## src/rtl/ll_desc_loader.sv

```systemverilog
module ll_desc_loader #(
  parameter int AW        = 32,
  parameter int REC_WORDS = 6,
  parameter int LEN_W     = 17,
  parameter int LAST_BIT  = 19
) (
  input  logic             clk,
  input  logic             rst_n,
  input  logic [31:0]      chan_cfg,
  input  logic [AW-1:0]    link_ptr,
  output logic             mem_req,
  output logic [AW-1:0]    mem_addr,
  input  logic             mem_rvalid,
  input  logic [31:0]      mem_rdata,
  input  logic             mem_err,
  output logic             xfer_start,
  input  logic             xfer_done,
  output logic [31:0]      wk_src,
  output logic [31:0]      wk_dst,
  output logic [LEN_W-1:0] wk_frag_len,
  output logic             wk_last,
  output logic [31:0]      wk_blk,
  output logic [31:0]      wk_step,
  output logic             rec_done,
  output logic             chain_done,
  output logic             cfg_err
);
  localparam int IDX_W    = $clog2(REC_WORDS);
  localparam int LAST_IDX = REC_WORDS - 1;
  localparam int BYTES    = 4;

  typedef enum logic [2:0] {IDLE, FETCH, START, WAIT_DONE, NEXT} state_t;

  state_t          st;
  logic [IDX_W-1:0] idx;
  logic            pend;
  logic            armed_q;
  logic [AW-1:0]   nxt_ptr;

  wire ch_en = chan_cfg[0];
  wire armed = chan_cfg[0] & chan_cfg[4] & (link_ptr != '0);
  wire kick  = armed & ~armed_q;
  wire rsp   = mem_rvalid & pend;
  wire at_end = (idx == IDX_W'(LAST_IDX));

  assign mem_req    = (st == FETCH) & ~pend & ch_en;
  assign xfer_start = (st == START);

  always_ff @(posedge clk) begin
    if (!rst_n) begin
      st          <= IDLE;
      idx         <= '0;
      pend        <= 1'b0;
      armed_q     <= 1'b0;
      mem_addr    <= '0;
      nxt_ptr     <= '0;
      wk_src      <= '0;
      wk_dst      <= '0;
      wk_frag_len <= '0;
      wk_last     <= 1'b0;
      wk_blk      <= '0;
      wk_step     <= '0;
      rec_done    <= 1'b0;
      chain_done  <= 1'b0;
      cfg_err     <= 1'b0;
    end else begin
      armed_q    <= armed;
      rec_done   <= 1'b0;
      chain_done <= 1'b0;
      if (mem_req) pend <= 1'b1;
      else if (rsp) pend <= 1'b0;

      case (st)
        IDLE: begin
          if (kick) begin
            mem_addr <= link_ptr;
            idx      <= '0;
            st       <= FETCH;
          end
        end
        FETCH: begin
          if (rsp) begin
            if (mem_err) begin
              cfg_err <= 1'b1;
              st      <= IDLE;
            end else begin
              if (at_end) begin
                nxt_ptr <= mem_rdata[AW-1:0];
              end else begin
                case (idx)
                  IDX_W'(0): wk_src <= mem_rdata;
                  IDX_W'(1): wk_dst <= mem_rdata;
                  IDX_W'(2): begin
                    wk_frag_len <= mem_rdata[LEN_W-1:0];
                    wk_last     <= mem_rdata[LAST_BIT];
                  end
                  IDX_W'(3): wk_blk  <= mem_rdata;
                  IDX_W'(4): wk_step <= mem_rdata;
                  default: ;
                endcase
              end
              if (!ch_en)      st <= IDLE;
              else if (at_end) st <= START;
              else begin
                idx      <= idx + 1'b1;
                mem_addr <= mem_addr + AW'(BYTES);
              end
            end
          end else if (!ch_en && !pend) begin
            st <= IDLE;
          end
        end
        START: st <= ch_en ? WAIT_DONE : IDLE;
        WAIT_DONE: begin
          if (!ch_en) begin
            st <= IDLE;
          end else if (xfer_done) begin
            rec_done <= 1'b1;
            if (wk_last) begin
              chain_done <= 1'b1;
              st         <= IDLE;
            end else begin
              st <= NEXT;
            end
          end
        end
        NEXT: begin
          mem_addr <= nxt_ptr;
          idx      <= '0;
          st       <= ch_en ? FETCH : IDLE;
        end
        default: st <= IDLE;
      endcase
    end
  end
endmodule

```

## config.mk

```make
export PLATFORM = sky130hd
export DESIGN_NAME = ll_desc_loader
export DESIGN_NICKNAME = d
export VERILOG_FILES = /design/src/rtl/ll_desc_loader.sv
export SDC_FILE = /design/constraint.sdc
export NUM_CORES = 1
export LEC_CHECK = 0
export CAP_MARGIN = 20
export CORE_MARGIN = 4
export CORE_UTILIZATION = 26
export CTS_CLUSTER_DIAMETER = 30
export DETAILED_ROUTE_END_ITERATION = 8
export PLACE_DENSITY = 0.52
export REMOVE_ABC_BUFFERS = 1
export SYNTH_ARGS = -nofsm -noshare
export SYNTH_HDL_FRONTEND = slang
export SYNTH_SLANG_ARGS = --single-unit
```

## constraint.sdc

```tcl
create_clock -name clk -period 6.8 [get_ports clk]
set_input_delay 1.36 -clock clk [delete_from_list [all_inputs] [get_ports clk]]
set_output_delay 1.36 -clock clk [all_outputs]
set_load 0.1 [all_outputs]
```

# Yosys cells after proc, flatten, opt, wreduce, memory -nomap -nowiden
# Cells that the tools add are included.
# totals
reg_bits,221
input_bits,101
out_inout_bits,183
word_cells,91
# classes
add_sub_neg,2
n_eq_ne,17
mux,28
bitwise_logic,10
n_reduce_logical,19
# ops
op,n
$mux W32,5
$pmux W32 S3,1
$mux W3,14
$add A32 B3 Y32 const B,1
$reduce_bool A32 Y1,1
$reduce_and A5 Y1,5
$pmux W3 S5,1
$eq A3 B2 Y1 const B,4
$reduce_and A4 Y1,3
$ne A2 B2 Y1 const B,5
$eq A3 B3 Y1 const B,3
$pmux W3 S3,1
$and A1 B1 Y1,6
$eq A3 B1 Y1 const B,2
$logic_not A3 Y1,2
$reduce_and A3 Y1,2
$reduce_and A6 Y1,1
$mux W1,5
$ne A5 B5 Y1 const B,1
$not A1 Y1,4
$add A3 B1 Y3 const B,1
$ne A3 B2 Y1 const B,1
$ne A3 B3 Y1 const B,1
$reduce_bool A3 Y1,1
4 further kinds,5

# Logic depth before layout (Yosys ltp)
# Gate-level depths: netlist of the first run.
# logic_depth
word_depth,6
depth_mapped,10
ltp_nobuf,8

# Worst setup path before layout of the first run
# No wires, ideal clock.
# synth_timing
kind,input-to-output
startpoint,input port chan_cfg[0]
endpoint,output port mem_req
arrival_time_ns,3.519
required_ns,5.440
slack_ns,1.921
path_stages,2
n_path_buf,0
path_cell_list,inv_1 nor3_1
# synth_via
elab_chain_cells,1
# synth_lines
element,line_no,text
from (decl),9,"input logic [31:0] chan_cfg,"
$and A1 B1 Y1,46,assign mem_req = (st == FETCH) & ~pend & ch_en;
to (decl),11,"output logic mem_req,"
# No other way between the ends.

# Final worst setup path of the first run
# Same ends and word-level chain as after synthesis.

==> results of run 1 <==
==> flip-flops by register name (all words and copies together) (netlist names), 3 cells and up <==
signal,flops
mem_addr,32
nxt_ptr,32
wk_blk,32
wk_dst,32
wk_src,32
wk_step,32
wk_frag_len,17
idx,3
st,3
==> logic make-up (layout without fill, tap and decap cells) <==
group / count (synthesis) / in the layout / share of synthesized area
and+or+nand+nor: 515 / 515 / 0.2411
adders and majority gates: 6 / 6 / 0.008291
AOI/OAI and AO/OA: 334 / 334 / 0.2099
other: 0 / 6 / 0
xor gates and xnor gates: 2 / 2 / 0.001935
buffers and inverters: 101 / 387 / 0.05016
DFF: 221 / 221 / 0.4886
==> per-stage QoR <==
| stage | area [um^2] | utilization | power [mW] | setup WS (ps) | std cells |
|---|---|---|---|---|---|
| 2_1_floorplan | 8650 | - | 1.509 | 1835 | 1091 |
| 3_3_place_gp | 11880 | 0.3448 | 1.639 | 1840 | 1811 |
| 3_5_place_dp | 11880 | 0.3448 | 1.640 | 1861 | 1811 |
| 4_1_cts | 13900 | 0.4033 | 4.437 | 1858 | 1919 |
| 5_1_grt | 13930 | 0.4042 | 4.532 | 1711 | 1926 |
| 6_report | 13930 | 0.4042 | 4.390 | 1888 | 1926 |
==> metal layers <==
layer,GRT usage,part of all wire
met1,0.2332,0.43
met2,0.3045,0.48
met3,0.05218,0.063
met4,0.06719,0.028
met5,0,0.00073
==> layout make-up <==
class                   instances  area, um^2
diodes                          6       15.01
clock buffers                  74        1603
clock inverters                34       412.9
fillers                      3481       20530
inverters                      13       53.80
multi-input cells             857        4213
flip-flops and latches        221        4424
well taps                     455       569.3
repair buffers                266        2638
==> cell usage in the layout (no fill, tap or decap), types with 7 or more instances in the layout <==
| cell | n |
|---|---|
| nand4_1 | 7 |
| clkbuf_16 | 59 |
| a21oi_1 | 226 |
| inv_1 | 11 |
| o21ai_0 | 32 |
| nor3_1 | 17 |
| clkbuf_1 | 8 |
| nor4_1 | 12 |
| clkinv_2 | 10 |
| clkinvlp_4 | 9 |
| a22oi_1 | 14 |
| clkdlybuf4s50_1 | 253 |
| nand3_1 | 32 |
| nand2_1 | 381 |
| clkbuf_8 | 7 |
| a221oi_1 | 7 |
| dfxtp_1 | 221 |
| nor2_1 | 25 |
| a22o_1 | 9 |
| bufinv_16 | 7 |
| buf_4 | 12 |
==> critical path, stage by stage <==
cell and delay (ps):
clkdlybuf4s50_1 580, inv_1 120, nor3_1 240, clkdlybuf4s50_1 1250
==> power breakdown <==
part	leakage [nW]	internal, mW	switching, mW
Combinational	1.87	0.0896	0.196
Sequential	1.78	1.31	0.0188
Clock	0.967	1.92	0.851
==> synth_stat cells (all sizes together), types with 2 or more instances <==
cell and n:
or2 2, nand2 383, or4 5, o21a 2
a22o 9, and2 2, a211oi 3, nor2 28
and3 5, a31oi 6, or3 5, nand3 35
o22ai 6, nor3b 4, buf 10, o32ai 6
ha 6, a221oi 7, o21ai 34, nand2b 3
a21oi 226, nor4 13, clkbuf 78, o41ai 3
nor3 18, inv 12, a22oi 14, nand4 7
dfxtp 221, o31ai 6, a41oi 3
==> final timing paths <==
| check | depth (start not counted) | to | from | slack, ps |
|---|---|---|---|---|
| setup / recovery | 4 | mem_req | chan_cfg[0] | 1890 |
| hold / removal | 2 | wk_frag_len[14]$_SDFFE_PN0P_ | wk_frag_len[14]$_SDFFE_PN0P_ | 450 |
| setup reg to reg | 5 | wk_blk[22]$_SDFFE_PN0P_ | st[0]$_SDFFE_PN0P_ | 3720 |
| hold reg to reg | 2 | wk_frag_len[14]$_SDFFE_PN0P_ | wk_frag_len[14]$_SDFFE_PN0P_ | 450 |
==> reports/qor.txt, run 1 <==
number of global-route vias before repair: 8,999
Initial Util: 0.2628
Via density: 4.815
CP Launch Type: input port
sequential cell area fraction in the yosys report: 0.4886
CTS tree: built
share of layout cells above drive strength 1: 0.09420
H-tree depth: 2
Cell Area, Synth: 9055 um^2
CTS Hold Buffers Added: 0
clock-pin slew on the worst setup and hold paths: 50 ps
Cells after Synth: 1,179
maximum vdd ir drop: 232.8 uV
Die X: 194.6 um
Post-CTS Resized: 0
Lkg Pwr: 4.615 nW
largest net degree at the start of global routing: 107
Yosys cell types: 57
worst min path class: flip-flop to flip-flop
setup TNS: 0 ps
Synth area leaders: dfxtp_1 (49%), nand2_1 (16%), a21oi_1 (12%)
WHS: 449.1 ps
CP Data Required Time: 5440 ps
die height: 194.6 um
fmax: 0.2036 GHz
Power Density: 315.2 nW/um^2
Final Cycle Share: 0.7223
CTS root buf: clkbuf_16
clk_lat worst skew: 560 ps
Max-cap violations: 0
actual slew at the worst max-slew pin: 1089 ps
core area: 34,460 um^2
Post-Route Skew: 17.34 ps
final hold viol count: 0
#FFs+latches synth: 221
Final GP Congestion: 0.8678
number of buffers created by CTS: 58
First-pass DRT Iterations: 5
Post-synth EDFFs: 0
PortBufs: 253
total gr overflow: 0
post-CTS setup buffers: 0
# nets final: 1,524
RSZ-0062 raised after global routing: no
top cell type by total area after synthesis: dfxtp_1
Vias: 9,274
Yosys warnings: 0
asr flop ratio synth: 0
Slew headroom: 0.2735
Final ANT Viol Nets: 0
WL final: 36,790 um
Crit. End Element: primary output
fin crit period: 4912 ps
routed length per instance: 19.10 um
Rows: 68
Layout area overhead: 53.82%
first-pass GRT wire length: 55,740 um
initial antenna violation count: 8
fin. max-slew vios: 0
Yosys top cell area share: 0.4886
1st-iter DRT viols: 655
crit path max fanout: 6
outcome: finished clean
Final setup viols: 0
Detail Placement HPWL: 24,210 um
Crit Path Class: input port to primary output
ys flop type: dfxtp_1
GRT Overall Usage: 0.1854
Num Clock Sinks: 221
Max Buffers Root-to-Sink: 3
CP Data Arrival Time: 3550 ps
drt drc: 0
# IOs: 284
Die ar.: 37,880 um^2
syn_area_per_cell: 7.680 um^2
Note: power is estimated with default switching activity, not from simulation.
==> run 2, diff against run 1 <==
==> constraint.sdc (replaced) <==
create_clock -name clk -period 5 [get_ports clk]
set_input_delay 1 -clock clk [delete_from_list [all_inputs] [get_ports clk]]
set_output_delay 1 -clock clk [all_outputs]
set_load 0.1 [all_outputs]
==> run 2 against run 1 <==
Against the previous run: routed wire length fell by 1.7%; non-clock buffer count rose by 2; global-route usage fell by 0.30 points; clock-buffer cell count fell by 1; utilization barely moved; die area did not move; critical path type is now flip-flop to primary output.
==> reports/qor.txt, run 2 (synthesis results as in run 1) <==
Slew headroom: 0.2689
Crit Path Class: flip-flop to primary output
Final Cycle Share: 0.8201
Layout area overhead: 53.92%
CTS Hold Buffers Added: 0
Detail Placement HPWL: 24,210 um
share of layout cells above drive strength 1: 0.09122
Register-to-Register Path Depth: 7
Clock power frac: 0.634
Final ANT Viol Nets: 0
Power Density: 431.2 nW/um^2
CP Data Arrival Time: 3100 ps
maximum vdd ir drop: 227.0 uV
WHS: 450.6 ps
Num Clock Sinks: 221
crit-path max cell delay: 1210 ps
Via density: 4.816
placed cell areas: 11,920 um^2
GRT Overall Usage: 0.1824
Rows: 68
outcome: finished clean
final hold viol count: 0
switch share: 0.2254
commonest cells after routing, fill and taps aside: nand2_1 (381), clkdlybuf4s50_1 (252), a21oi_1 (226), dfxtp_1 (221), clkbuf_16 (57)
number of buffers created by CTS: 54
total gr overflow: 0
Crit. Startpoint: st[1]$_SDFFE_PN0P_
worst min path class: flip-flop to flip-flop
Final setup viols: 0
Critical Path Slowest Stage Cell: clkdlybuf4s50_1
First-pass DRT Iterations: 5
initial antenna violation count: 7
die height: 194.6 um
Lkg Pwr: 4.638 nW
CTS root buf: clkbuf_16
CP Data Required Time: 4000 ps
Worst Setup EP: xfer_start
CTS tree: built
actual slew at the worst max-slew pin: 1093 ps
reg2reg start: st[0]$_SDFFE_PN0P_
combinational fraction of design power: 0.065
setup TNS: 0 ps
# nets final: 1,522
r2r endpoint: wk_src[27]$_SDFFE_PN0P_
Max-cap violations: 0
crit path max fanout: 14
Post-CTS Resized: 0
1st-iter DRT viols: 625
clk_lat worst skew: 550 ps
fin crit period: 4101 ps
number of global-route vias before repair: 9,071
Post-Route Skew: 9.857 ps
Final GP Congestion: 0.8297
sw power: 1.354 mW
Crit. End Element: primary output
core area: 34,460 um^2
Die X: 194.6 um
clock-pin slew on the worst setup and hold paths: 40 ps
post-CTS setup buffers: 0
CP Launch Type: flip-flop
register share of total power: 0.301
drt drc: 0
Die ar.: 37,880 um^2
H-tree depth: 2
Max Buffers Root-to-Sink: 3
RSZ-0062 raised after global routing: no
largest net degree at the start of global routing: 126
fmax: 0.2439 GHz
routed length per instance: 18.85 um
most common cell after layout, fill and taps aside: nand2_1
R2R setup slack: 2080 ps
worst path cell trace: clkinv_1, nor3_1, clkdlybuf4s50_1
first-pass GRT wire length: 55,080 um
final instance area: 13,940 um^2
PortBufs: 253
fin. max-slew vios: 0
Vias: 9,242
# IOs: 284
WL final: 36,180 um
internal power: 4.655 mW
Initial Util: 0.2628
==> run 2: cell count changes in the layout (fill, tap and decap cells not counted), sizes merged <==
cell / delta
clkdlybuf4s50: -1
buf: +3
clkinvlp: -5
bufinv: +4
clkbuf: -1
inv: -5
clkinv: -2
==> run 2: area by class of cell <==
cell class	count	area, um^2
Timing Repair Buffer	268	2655
Antenna cell	6	15.01
Tap cell	455	569.3
Clock inverter	26	430.4
Sequential cell	221	4424
Multi-Input combinational cell	857	4213
Fill cell	3440	20520
Clock buffer	73	1577
Inverter	13	53.80
==> run 2: per-layer routing <==
metal	vias up	track usage	wire [um]	part of all wire
met2	279	0.2951	17020	0.47
li1	4544	-	-	-
met1	4350	0.2355	16020	0.44
met5	-	0	24	0.00066
met3	65	0.04403	2115	0.058
met4	4	0.07083	1000	0.028
==> run 2: critical path, delay by kind of cell (launching register included) <==
family / cells / cell delay [ps]
flops: 1 / 650
simple gates: 1 / 280
buf+inv: 2 / 1630
==> run 2: worst min path at each step <==
stage	endpoint	slack [ps]	startpoint	depth (start not counted)
2_1_floorplan	nxt_ptr[11]$_SDFFE_PN0P_	440	nxt_ptr[11]$_SDFFE_PN0P_	2
6_report	wk_frag_len[14]$_SDFFE_PN0P_	450	wk_frag_len[14]$_SDFFE_PN0P_	2
4_1_cts	wk_frag_len[5]$_SDFFE_PN0P_	450	wk_frag_len[5]$_SDFFE_PN0P_	2
3_3_place_gp	wk_step[13]$_SDFFE_PN0P_	440	wk_step[13]$_SDFFE_PN0P_	2
3_5_place_dp	wk_blk[6]$_SDFFE_PN0P_	450	wk_blk[6]$_SDFFE_PN0P_	2
5_1_grt	wk_step[29]$_SDFFE_PN0P_	460	wk_step[29]$_SDFFE_PN0P_	2
==> run 2: power groups by stage <==
stage / Combinational (mW) / Sequential, mW / Clock (mW)
floorplan: 0.106 / 1.95 / 0
global placement: 0.389 / 1.84 / 0
detailed placement: 0.390 / 1.84 / 0
CTS: 0.392 / 1.81 / 3.86
global route: 0.415 / 1.81 / 3.96
finish: 0.390 / 1.81 / 3.81
==> run 2: stage by stage <==
step | util | cells | setup slack (ps) | power [mW]
2_1_floorplan | - | 1091 | 394.7 | 2.052
3_3_place_gp | 0.3458 | 1814 | 1251 | 2.229
3_5_place_dp | 0.3458 | 1814 | 1181 | 2.232
4_1_cts | 0.4040 | 1913 | 872.6 | 6.064
5_1_grt | 0.4044 | 1918 | 745.1 | 6.186
6_report | 0.4045 | 1919 | 899.4 | 6.010
==> run 3, diff against run 2 <==
==> constraint.sdc (replaced) <==
create_clock -name clk -period 3.95 [get_ports clk]
set_input_delay 0.79 -clock clk [delete_from_list [all_inputs] [get_ports clk]]
set_output_delay 0.79 -clock clk [all_outputs]
set_load 0.1 [all_outputs]
==> run 3 against run 2 <==
Against the previous run: routed wire length down 1.1%; sequential share of layout area hardly changed; critical path depth up 1; register-to-register slack got worse by 840 ps; critical path type unchanged.
==> reports/qor.txt, run 3 (synthesis results as in run 1) <==
Max Buffers Root-to-Sink: 3
actual slew at the worst max-slew pin: 1079 ps
number of global-route vias before repair: 8,914
Max-cap violations: 0
most common cell after layout, fill and taps aside: nand2_1
fillers: 3,493
number of buffers created by CTS: 53
CP Data Arrival Time: 2310 ps
hold depth: 2
Initial Util: 0.2628
Via density: 4.829
Most common cell on crit path: nand2b_1
PortBufs: 253
Die ar.: 37,880 um^2
CTS Hold Buffers Added: 0
combinational fraction of design power: 0.067
worst min path class: flip-flop to flip-flop
R2R setup slack: 1240 ps
Post-Route Skew: 18.86 ps
register share of total power: 0.312
final hold viol count: 0
Num Clock Sinks: 221
total gr overflow: 0
Cells after DPL: 1,821
maximum vdd ir drop: 321.5 uV
Util after Layout: 0.4040
reg2reg start: st[0]$_SDFFE_PN0P_
Rows: 68
die height: 194.6 um
H-tree depth: 2
1st-iter DRT viols: 643
outcome: finished clean
GRT Overall Usage: 0.1803
drt drc: 0
Critical Path Slowest Stage Cell: dfxtp_1
fin crit period: 3100 ps
sw power: 1.742 mW
Clock power frac: 0.621
hold path start: wk_step[4]$_SDFFE_PN0P_
commonest cells after routing, fill and taps aside: nand2_1 (381), clkdlybuf4s50_1 (251), a21oi_1 (226), dfxtp_1 (221), clkbuf_16 (53)
clock-pin slew on the worst setup and hold paths: 40 ps
WHS: 450.8 ps
# nets final: 1,528
WL final: 35,790 um
post-CTS setup buffers: 0
fmax: 0.3226 GHz
final cell count without fillers: 1,922
Seq. cell area: 4424 um^2
crit path max fanout: 18
Post-CTS Resized: 0
fin. max-slew vios: 0
Layout area overhead: 53.74%
switch share: 0.2372
Crit. End Element: primary output
clk_lat worst skew: 550 ps
CTS tree: built
Final setup viols: 0
Final ANT Viol Nets: 0
largest net degree at the start of global routing: 84
worst hold path endpoint: wk_step[4]$_SDFFE_PN0P_
Vias: 9,282
CP Data Required Time: 3160 ps
Crit Path Class: flip-flop to primary output
CTS root buf: clkbuf_16
share of layout cells above drive strength 1: 0.09898
Power Density: 527.5 nW/um^2
core area: 34,460 um^2
r2r endpoint: wk_frag_len[5]$_SDFFE_PN0P_
Final Cycle Share: 0.7849
Final Power: 7.343 mW
initial antenna violation count: 3
Lkg Pwr: 4.627 nW
worst path cell trace: nand2b_1, nand2b_1, nor3_1, buf_12
Register-to-Register Path Depth: 6
Slew headroom: 0.2782
internal power: 5.601 mW
CP top delay family: simple AND/OR/NAND/NOR gates
Final GP Congestion: 0.8275
routed length per instance: 18.62 um
first-pass GRT wire length: 54,470 um
First-pass DRT Iterations: 6
Buf/Inv on CP: 1
CP Launch Type: flip-flop
Die X: 194.6 um
# IOs: 284
crit-path max cell delay: 680 ps
Multi-input gate area: 4213 um^2
Detail Placement HPWL: 24,850 um
RSZ-0062 raised after global routing: no
run 3: cell count changes in the layout (fill, tap and decap cells not counted), sizes merged, moves of 2 or more:
cell	delta
inv	+2
clkinvlp	+5
bufinv	-2
diode	-4
clkinv	+4
buf	+8
clkbuf	-9
run 3: metal layers:
layer / share of wire / track usage / vias up
met5: 0.00095 / 0 / -
met2: 0.48 / 0.2967 / 272
li1: - / - / 4558
met1: 0.44 / 0.2337 / 4384
met3: 0.057 / 0.04542 / 64
met4: 0.025 / 0.05495 / 4
run 3: tightest hold or removal path, cell delays in order (launching register included):
cell	delay, ps
dfxtp_1	300
nand2_1	50
a21oi_1	50
run 3: power by group through the flow:
stage                     logic [mW]  clock network [mW]  registers, mW
after floorplan                0.134                   0           2.46
after CTS                      0.497                4.64           2.29
after detailed placement       0.496                   0           2.33
after global routing           0.527                4.76           2.29
after global placement         0.495                   0           2.33
final                          0.495                4.56           2.29
run 3: worst max-delay path by stage:
stage	start	to	slack [ps]	depth (start not counted)
6_report	st[0]$_SDFFE_PN0P_	mem_req	850	4
5_1_grt	st[0]$_SDFFE_PN0P_	mem_req	700	4
4_1_cts	st[0]$_SDFFE_PN0P_	mem_req	820	4
3_5_place_dp	mem_rvalid	wk_dst[8]$_SDFFE_PN0P_	570	7
3_3_place_gp	mem_rvalid	wk_dst[4]$_SDFFE_PN0P_	620	7
2_1_floorplan	rst_n	mem_addr[29]$_SDFFE_PN0P_	-450	3
run 3: cell type report:
class / count / share of cell area
diodes: 2 / 0.0003595
clock inverters: 35 / 0.03254
flip-flops and latches: 221 / 0.3178
multi-input cells: 857 / 0.3026
clock buffers: 64 / 0.1040
inverters: 13 / 0.003865
well taps: 455 / 0.04090
repair buffers: 275 / 0.1979
run 3: through the flow:
step / setup TNS (ps) / setup slack [ps] / cell area, um^2
global route: 0 / 702.5 / 13920
finish: 0 / 849.8 / 13920
floorplan: -16780 / -445.3 / 8650
CTS: 0 / 822.7 / 13920
detailed placement: 0 / 565.6 / 12020
global placement: 0 / 615.8 / 12020
